### src/rtl/dram_ilv_sched.sv
`timescale 1ns/1ps
module dram_ilv_sched #(
  parameter int ADDR_W   = 32,
  parameter int ACC_CYC  = 3,
  parameter int PRE_CYC  = 4,
  parameter int BANK_BIT = 2
) (
  input  logic              clk,
  input  logic              rst_n,
  input  logic              req,
  input  logic [ADDR_W-1:0] addr,
  input  logic              wr,
  output logic [1:0]        start,
  output logic              start_we,
  output logic              ready
);
  localparam int AW = (ACC_CYC > 1) ? $clog2(ACC_CYC) : 1;
  localparam int PW = $clog2(PRE_CYC + 1);

  typedef enum logic [1:0] {S_IDLE, S_WAIT, S_ACC} st_t;

  st_t            st;
  logic           bank_q, we_q;
  logic [AW-1:0]  acc_q;
  logic [PW-1:0]  pre_q [0:1];

  wire  sel_bank = (st == S_IDLE) ? addr[BANK_BIT] : bank_q;
  wire  sel_we   = (st == S_IDLE) ? wr : we_q;
  wire  sel_free = (pre_q[sel_bank] == '0);
  wire  launch   = ((st == S_IDLE && req) || st == S_WAIT) && sel_free;
  wire  finish   = (st == S_ACC) && (acc_q == '0);

  assign ready = finish;

  always_ff @(posedge clk) begin
    if (!rst_n) begin
      st       <= S_IDLE;
      bank_q   <= 1'b0;
      we_q     <= 1'b0;
      acc_q    <= '0;
      start    <= 2'b00;
      start_we <= 1'b0;
    end else begin
      start <= launch ? (2'b01 << sel_bank) : 2'b00;
      if (launch) start_we <= sel_we;
      case (st)
        S_IDLE: if (req) begin
          bank_q <= addr[BANK_BIT];
          we_q   <= wr;
          st     <= sel_free ? S_ACC : S_WAIT;
          acc_q  <= AW'(ACC_CYC - 1);
        end
        S_WAIT: if (sel_free) begin
          st    <= S_ACC;
          acc_q <= AW'(ACC_CYC - 1);
        end
        S_ACC: if (finish) st <= S_IDLE;
               else        acc_q <= acc_q - 1'b1;
        default: st <= S_IDLE;
      endcase
    end
  end

  always_ff @(posedge clk) begin
    for (int b = 0; b < 2; b++) begin
      if (!rst_n)                          pre_q[b] <= '0;
      else if (finish && bank_q == 1'(b))  pre_q[b] <= PW'(PRE_CYC);
      else if (pre_q[b] != '0)             pre_q[b] <= pre_q[b] - 1'b1;
    end
  end

  p_start_onehot_r8: assert property (@(posedge clk) disable iff (!rst_n)
    $onehot0(start));

  p_ready_pulse_r3: assert property (@(posedge clk) disable iff (!rst_n)
    ready |=> !ready);

  p_ready_loads_pre_r4: assert property (@(posedge clk) disable iff (!rst_n)
    ready |=> pre_q[bank_q] == PW'(PRE_CYC));

  p_wait_holds_r6: assert property (@(posedge clk) disable iff (!rst_n)
    (st == S_WAIT && pre_q[bank_q] > 1) |=> start == 2'b00);

  p_busy_no_start_r7: assert property (@(posedge clk) disable iff (!rst_n)
    (st == S_ACC) |=> start == 2'b00);
endmodule

### config.mk
export PLATFORM = sky130hd
export DESIGN_NAME = dram_ilv_sched
export DESIGN_NICKNAME = d
export VERILOG_FILES = /design/src/rtl/dram_ilv_sched.sv
export SDC_FILE = /design/constraint.sdc
export NUM_CORES = 1
export LEC_CHECK = 0
export BUFFER_PORTS_ARGS = -buffer_cell sky130_fd_sc_hd__buf_2
export CAP_MARGIN = 20
export CORE_MARGIN = 1.5
export CORE_UTILIZATION = 40
export CTS_BUF_LIST = sky130_fd_sc_hd__clkbuf_8
export DETAILED_ROUTE_END_ITERATION = 16
export GPL_TIMING_DRIVEN = 0
export PLACE_DENSITY_LB_ADDON = 0.15
export SETUP_SLACK_MARGIN = 0.5
export SLEW_MARGIN = 20
export SYNTH_ARGS = -nofsm -noshare
export SYNTH_HDL_FRONTEND = slang
export SYNTH_SLANG_ARGS = --single-unit
export TNS_END_PERCENT = 10
### constraint.sdc
create_clock -name clk -period 1.7 [get_ports clk]
set_input_delay 0.425 -clock clk [delete_from_list [all_inputs] [get_ports clk]]
set_output_delay 0.425 -clock clk [all_outputs]
set_load 0.005 [all_outputs]
# == Word-level counts from Yosys, hierarchy flattened ==
# Memory sizes are Yosys's and may differ from the RTL's.
# Index checks and enable logic that the tools add are counted.
# word_totals
register_bits,9
mem_bits_rw,6
output_inout_bits,4
wordCells,67
mem_count,1
# memory_table
name,depth,width,read_ports,rd_clocked_by_memory_dff,write_ports,line,rtl
pre_q,2,3,3,0,2,25,logic [PW-1:0] pre_q [0:1];
# op_classes
addsub,3
n_eq_ne,6
n_shift,1
muxes,29
n_bitwise,5
reduce_logical,16
# ops
op,count
$mux 1,17
$mux 2,6
$mux 3,4
$pmux 2 s3,2
$reduce_bool 3->1,3
$ne 2x2->1 const B,4
$sub 3x1->3 const B,2
$logic_and 1x1->1,5
$logic_not 2->1,2
$or 1x1->1,4
$reduce_and 2->1,2
$reduce_and 4->1,1
$logic_not 3->1,1
$reduce_and 3->1,1
$eq 2x1->1 const B,1
$eq 2x2->1 const B,1
$shl 1x1->2 const A,1
$sub 2x1->2 const B,1
$logic_or 1x1->1,1
$not 1->1,1

# == Depth between registers and ports, before layout ==
# logic_depth
ltp_word,8
mapped_depth,7
depth_no_buf,7

# == Worst setup path after synthesis ==
# No wires, ideal clock.
# synth_path
path_kind,reg2reg
from,reg st[0]
to,reg st[1]
setup_time_ns,0.115
arrival_time_ns,1.315
required_ns,1.585
setup_slack_ns,0.270
path_stages_with_launch,5
path_buffers,0
period_less_slack_ns,1.430
path_cell_list,dfxtp_1 > nor2_4 > mux2i_2 > mux2_4 > o21a_1
# synth_via
elab_chain_len,7
# synth_lines
item,line,rtl
from (decl),22,st_t st;
from (signal assigned),50,st <= sel_free ? S_ACC : S_WAIT;
$logic_not 2->1,"27, 46",
$mux 1,27,wire sel_bank = (st == S_IDLE) ? addr[BANK_BIT] : bank_q;
$mem_v2 2x3,--,
$logic_not 3->1,29,wire sel_free = (pre_q[sel_bank] == '0);
$mux 2,50,
$mux 2,47,S_IDLE: if (req) begin
$pmux 2 s3,46,case (st)
# Several ways; a longest one is shown, not always the timed one. The select of a mux whose other input is x is not followed.
# A chain may end at the register's enable or synchronous reset.

# == Worst setup path in the final report ==
# layout_path
from,reg acc_q[1]
to,out ready
# layout_via
elab_chain_len,2
# layout_lines
item,line,rtl
from (decl),24,logic [AW-1:0] acc_q;
from (signal assigned),51,acc_q <= AW'(ACC_CYC - 1);
from (signal assigned),55,acc_q <= AW'(ACC_CYC - 1);
from (signal assigned),58,else acc_q <= acc_q - 1'b1;
$logic_not 2->1,31,wire finish = (st == S_ACC) && (acc_q == '0);
$logic_and 1x1->1,31,
to (decl),15,output logic ready
# Every way passes these cells.

==> results.rst <==
.. list-table::
   :header-rows: 1

   * - Metric
     - Value
   * - Most used cells in the layout excluding fill and tap cells
     - inv_1 (9), nand2_1 (8), buf_2 (8), nor3_1 (6), edfxtp_1 (6)
   * - DP Area
     - 852.1 um2
   * - Buffers added on ports
     - 8
   * - Met1 routing resource usage after global routing
     - 0.1948
   * - RD Place Congestion
     - 0.7271
   * - Number of synthesized flops with an enable pin
     - 6
   * - Clock power frac
     - 0.182
   * - Critical Path Source
     - acc_q[1]$_SDFFE_PN0P_
   * - RSZ-0062 raised after global routing
     - yes
   * - Final slew viol count
     - 0
   * - Vias in the first global route
     - 552
   * - Final Core Density
     - 0.5354
   * - Transition time at the pin with the least slew margin
     - 0.4045 ns
   * - Arrival time at the worst endpoint
     - 1.06 ns
   * - Area share of the leading cell type in the synthesized netlist
     - 0.2323
   * - Total via count after detailed routing
     - 596
   * - Met2 Track Usage GR
     - 0.2301
   * - Num Clock Sinks
     - 15
   * - Gate power share
     - 0.422
   * - Yosys cell types
     - 30
   * - Met3 layer usage reported by global route
     - 0.05769
   * - Min Tclk post-route
     - 1.486 ns
   * - Syn Nets
     - 122
   * - Estimated wirelength of the detail-placed design
     - 1028 um
   * - Number of max-cap violations
     - 0
   * - Final instance area
     - 954.7 um2
   * - Start point of the worst hold path
     - wr
   * - Cell at the root of the clock tree
     - clkbuf_8
   * - Routed len/inst
     - 10.99 um
   * - Total number of H-tree levels
     - 1
   * - Final Hold Viols
     - 0
   * - Instance count of the mapped netlist
     - 81
   * - Total Routed Length
     - 1352 um
   * - Routing layer with the top usage in global route
     - met2
   * - Most common cell after layout, fill and taps aside
     - inv_1
   * - Cts hold-fix bufs
     - 0
   * - Pwr Density
     - 1671 nW/um2
   * - Cell type contributing the most total cell area after synthesis
     - dfxtp_1
   * - Reported net switching power
     - 552.9 uW
   * - IR drop worst, VDD
     - 0.001012 V
   * - Via count normalized by instance count
     - 4.846
   * - Global-route wire length before repair
     - 2263 um
   * - Maximum buffer depth of the clock tree
     - 2
   * - Classification of the worst setup path
     - flip-flop to primary output
   * - Cell internal pwr
     - 1042 uW
   * - Pin count of the biggest net entering global routing
     - 11
   * - DRC
     - 0
   * - Setup slack after placement
     - 0.2238 ns
   * - Type of the worst min-delay path
     - input pin to flip-flop
   * - PnR worst setup slack
     - 0.2141 ns
   * - Most instantiated flip-flop cell in the synthesis netlist
     - dfxtp_1
   * - Leakage power
     - 0.0004022 uW
   * - Synth Register Bits
     - 15
   * - Number of iterations in the first detailed-routing pass
     - 4
   * - Row Count
     - 15
   * - Accumulated negative setup slack
     - 0 ns
   * - Area added between synthesis and finish
     - 23.06%
   * - Yosys warnings
     - 0
   * - Die Outline Area
     - 2213 um2
   * - DRC violation total after the first TritonRoute iteration
     - 11
   * - # setup viols final
     - 0
   * - Area of the core
     - 1783 um2
   * - Share of layout cells above drive strength 1
     - 0.2857
   * - Final net count
     - 140
   * - Fmax
     - 673.0 MHz
   * - Async SR Flop Fraction
     - 0
   * - Height of the die
     - 47.04 um
   * - Max FO, Critical Path
     - 2
   * - Number of antenna violations at the first check in global routing
     - 0
   * - Antenna-violating nets left
     - 0
   * - Die extent in x
     - 47.04 um
   * - Required time of the critical path
     - 1.27 ns
   * - Relative slew margins
     - 0.7304
   * - Count of inserted antenna diode cells
     - 0
   * - Overflow left after global routing
     - 0
   * - Total I/O pin count
     - 40
   * - Type of destination of the critical path
     - primary output
   * - Avg Cell Area, Syn
     - 9.577 um2
   * - Status
     - completed
   * - Final clock period utilization by the worst path
     - 0.8741
   * - Clock latency at the later pin of the worst-skew pair
     - 0.25 ns
   * - R2R Path Start
     - st[1]$_SDFFE_PN0P_
   * - Area contributors post-synth
     - dfxtp_1 (23%), edfxtp_1 (23%), ha_1 (8.1%)
   * - Gr usage total
     - 0.1477
   * - Clock transition at the registers of the reported paths
     - 0.07 ns
   * - Setup Skew
     - 0.008757 ns
   * - Portion of total power attributed to sequential cells
     - 0.396
   * - Netlist area before placement
     - 775.7 um2
   * - Nature of the critical path startpoint
     - flip-flop
   * - Sequential fraction of the synthesis area
     - 0.4645
   * - TritonCTS clock tree
     - built
   * - Initial Utilization
     - 0.4351
   * - Number of buffers added by the clock tree synthesis step
     - 3
   * - Sw frac
     - 0.3467
-- Yosys cell counts (2+ instances only) --
master    number
and2_1         2
dfxtp_1        9
edfxtp_1       6
ha_1           5
inv_1         11
mux2i_1        2
nand2_1        8
nand3_1        2
nor2_1         4
nor2b_1        2
nor3_1         6
nor3b_1        2
o211ai_1       3
o21ai_0        3
-- state kept, by name (all words and copies together) (netlist names) --
| signal | cells |
|---|---|
| acc_q | 2 |
| bank_q | 1 |
| pre_q | 6 |
| st | 2 |
| start | 2 |
| start_we | 1 |
| we_q | 1 |
-- stage by stage --
stage | power [uW] | std cells | hold WS, ns
4_1_cts | 1603 | 122 | 0.4459
3_5_place_dp | 1244 | 114 | 0.4500
2_1_floorplan | 1098 | 81 | 0.4307
6_report | 1595 | 123 | 0.4539
3_3_place_gp | 1228 | 114 | 0.4451
5_1_grt | 1745 | 123 | 0.4628
-- area by class of cell --
class	instances	area, um2
Fill cell	167	828.3
Multi-Input combinational cell	54	382.9
Sequential cell	15	367.9
Timing Repair Buffer	13	81.33
Clock buffer	3	41.29
Inverter	11	41.29
Tap cell	25	31.28
Clock inverter	1	5.005
Buffer	1	3.754
-- path summary, 6_finish.rpt --
check	endpoint	slack, ns	depth (start not counted)
worst max-delay path	ready	0.21	5
worst min-delay path	we_q$_SDFFE_PN0P_	0.45	3
worst max register to register	st[1]$_SDFFE_PN0P_	0.24	4
worst min register to register	start_we$_SDFFE_PN0P_	0.46	2
-- metal layers --
metal  up-vias  share of wire
met5         -              0
met4         0         0.0030
met3         2          0.027
met2         5           0.47
met1       270           0.50
li1        319              -
-- power groups by stage --
stage                     Sequential, uW  Clock (uW)  Combinational [uW]
after floorplan                      615           0                 483
after global placement               635           0                 593
after detailed placement             638           0                 606
after CTS                            634         300                 670
after global routing                 649         319                 777
final                                632         290                 673
-- timing repair --
item / 4_1_cts / 5_1_grt
hold endpoints to repair: 0 / 0
buffers inserted: 4 / 1
resized for setup: 7 / 0
setup endpoints to repair: 18 / 19
pin swaps: 3 / 2
-- worst max-delay path, cell delays in order, from the launching register on --
cell and delay [ns]:
dfxtp_2 0.34, inv_2 0.04, ha_4 0.15, nand3b_1 0.10
inv_1 0.06, buf_2 0.12
-- logic make-up (layout without fill, tap and decap cells) --
family,after synthesis,after routing,synth area share
buffers and inverters,12,29,0.05806
adders and majority gates,5,5,0.08065
and+or+nand+nor,31,31,0.2129
muxes,4,4,0.06289
AOI/OAI and AO/OA,14,14,0.1210
DFF,15,15,0.4645
No activity file was read; power rests on OpenSTA's default activity.
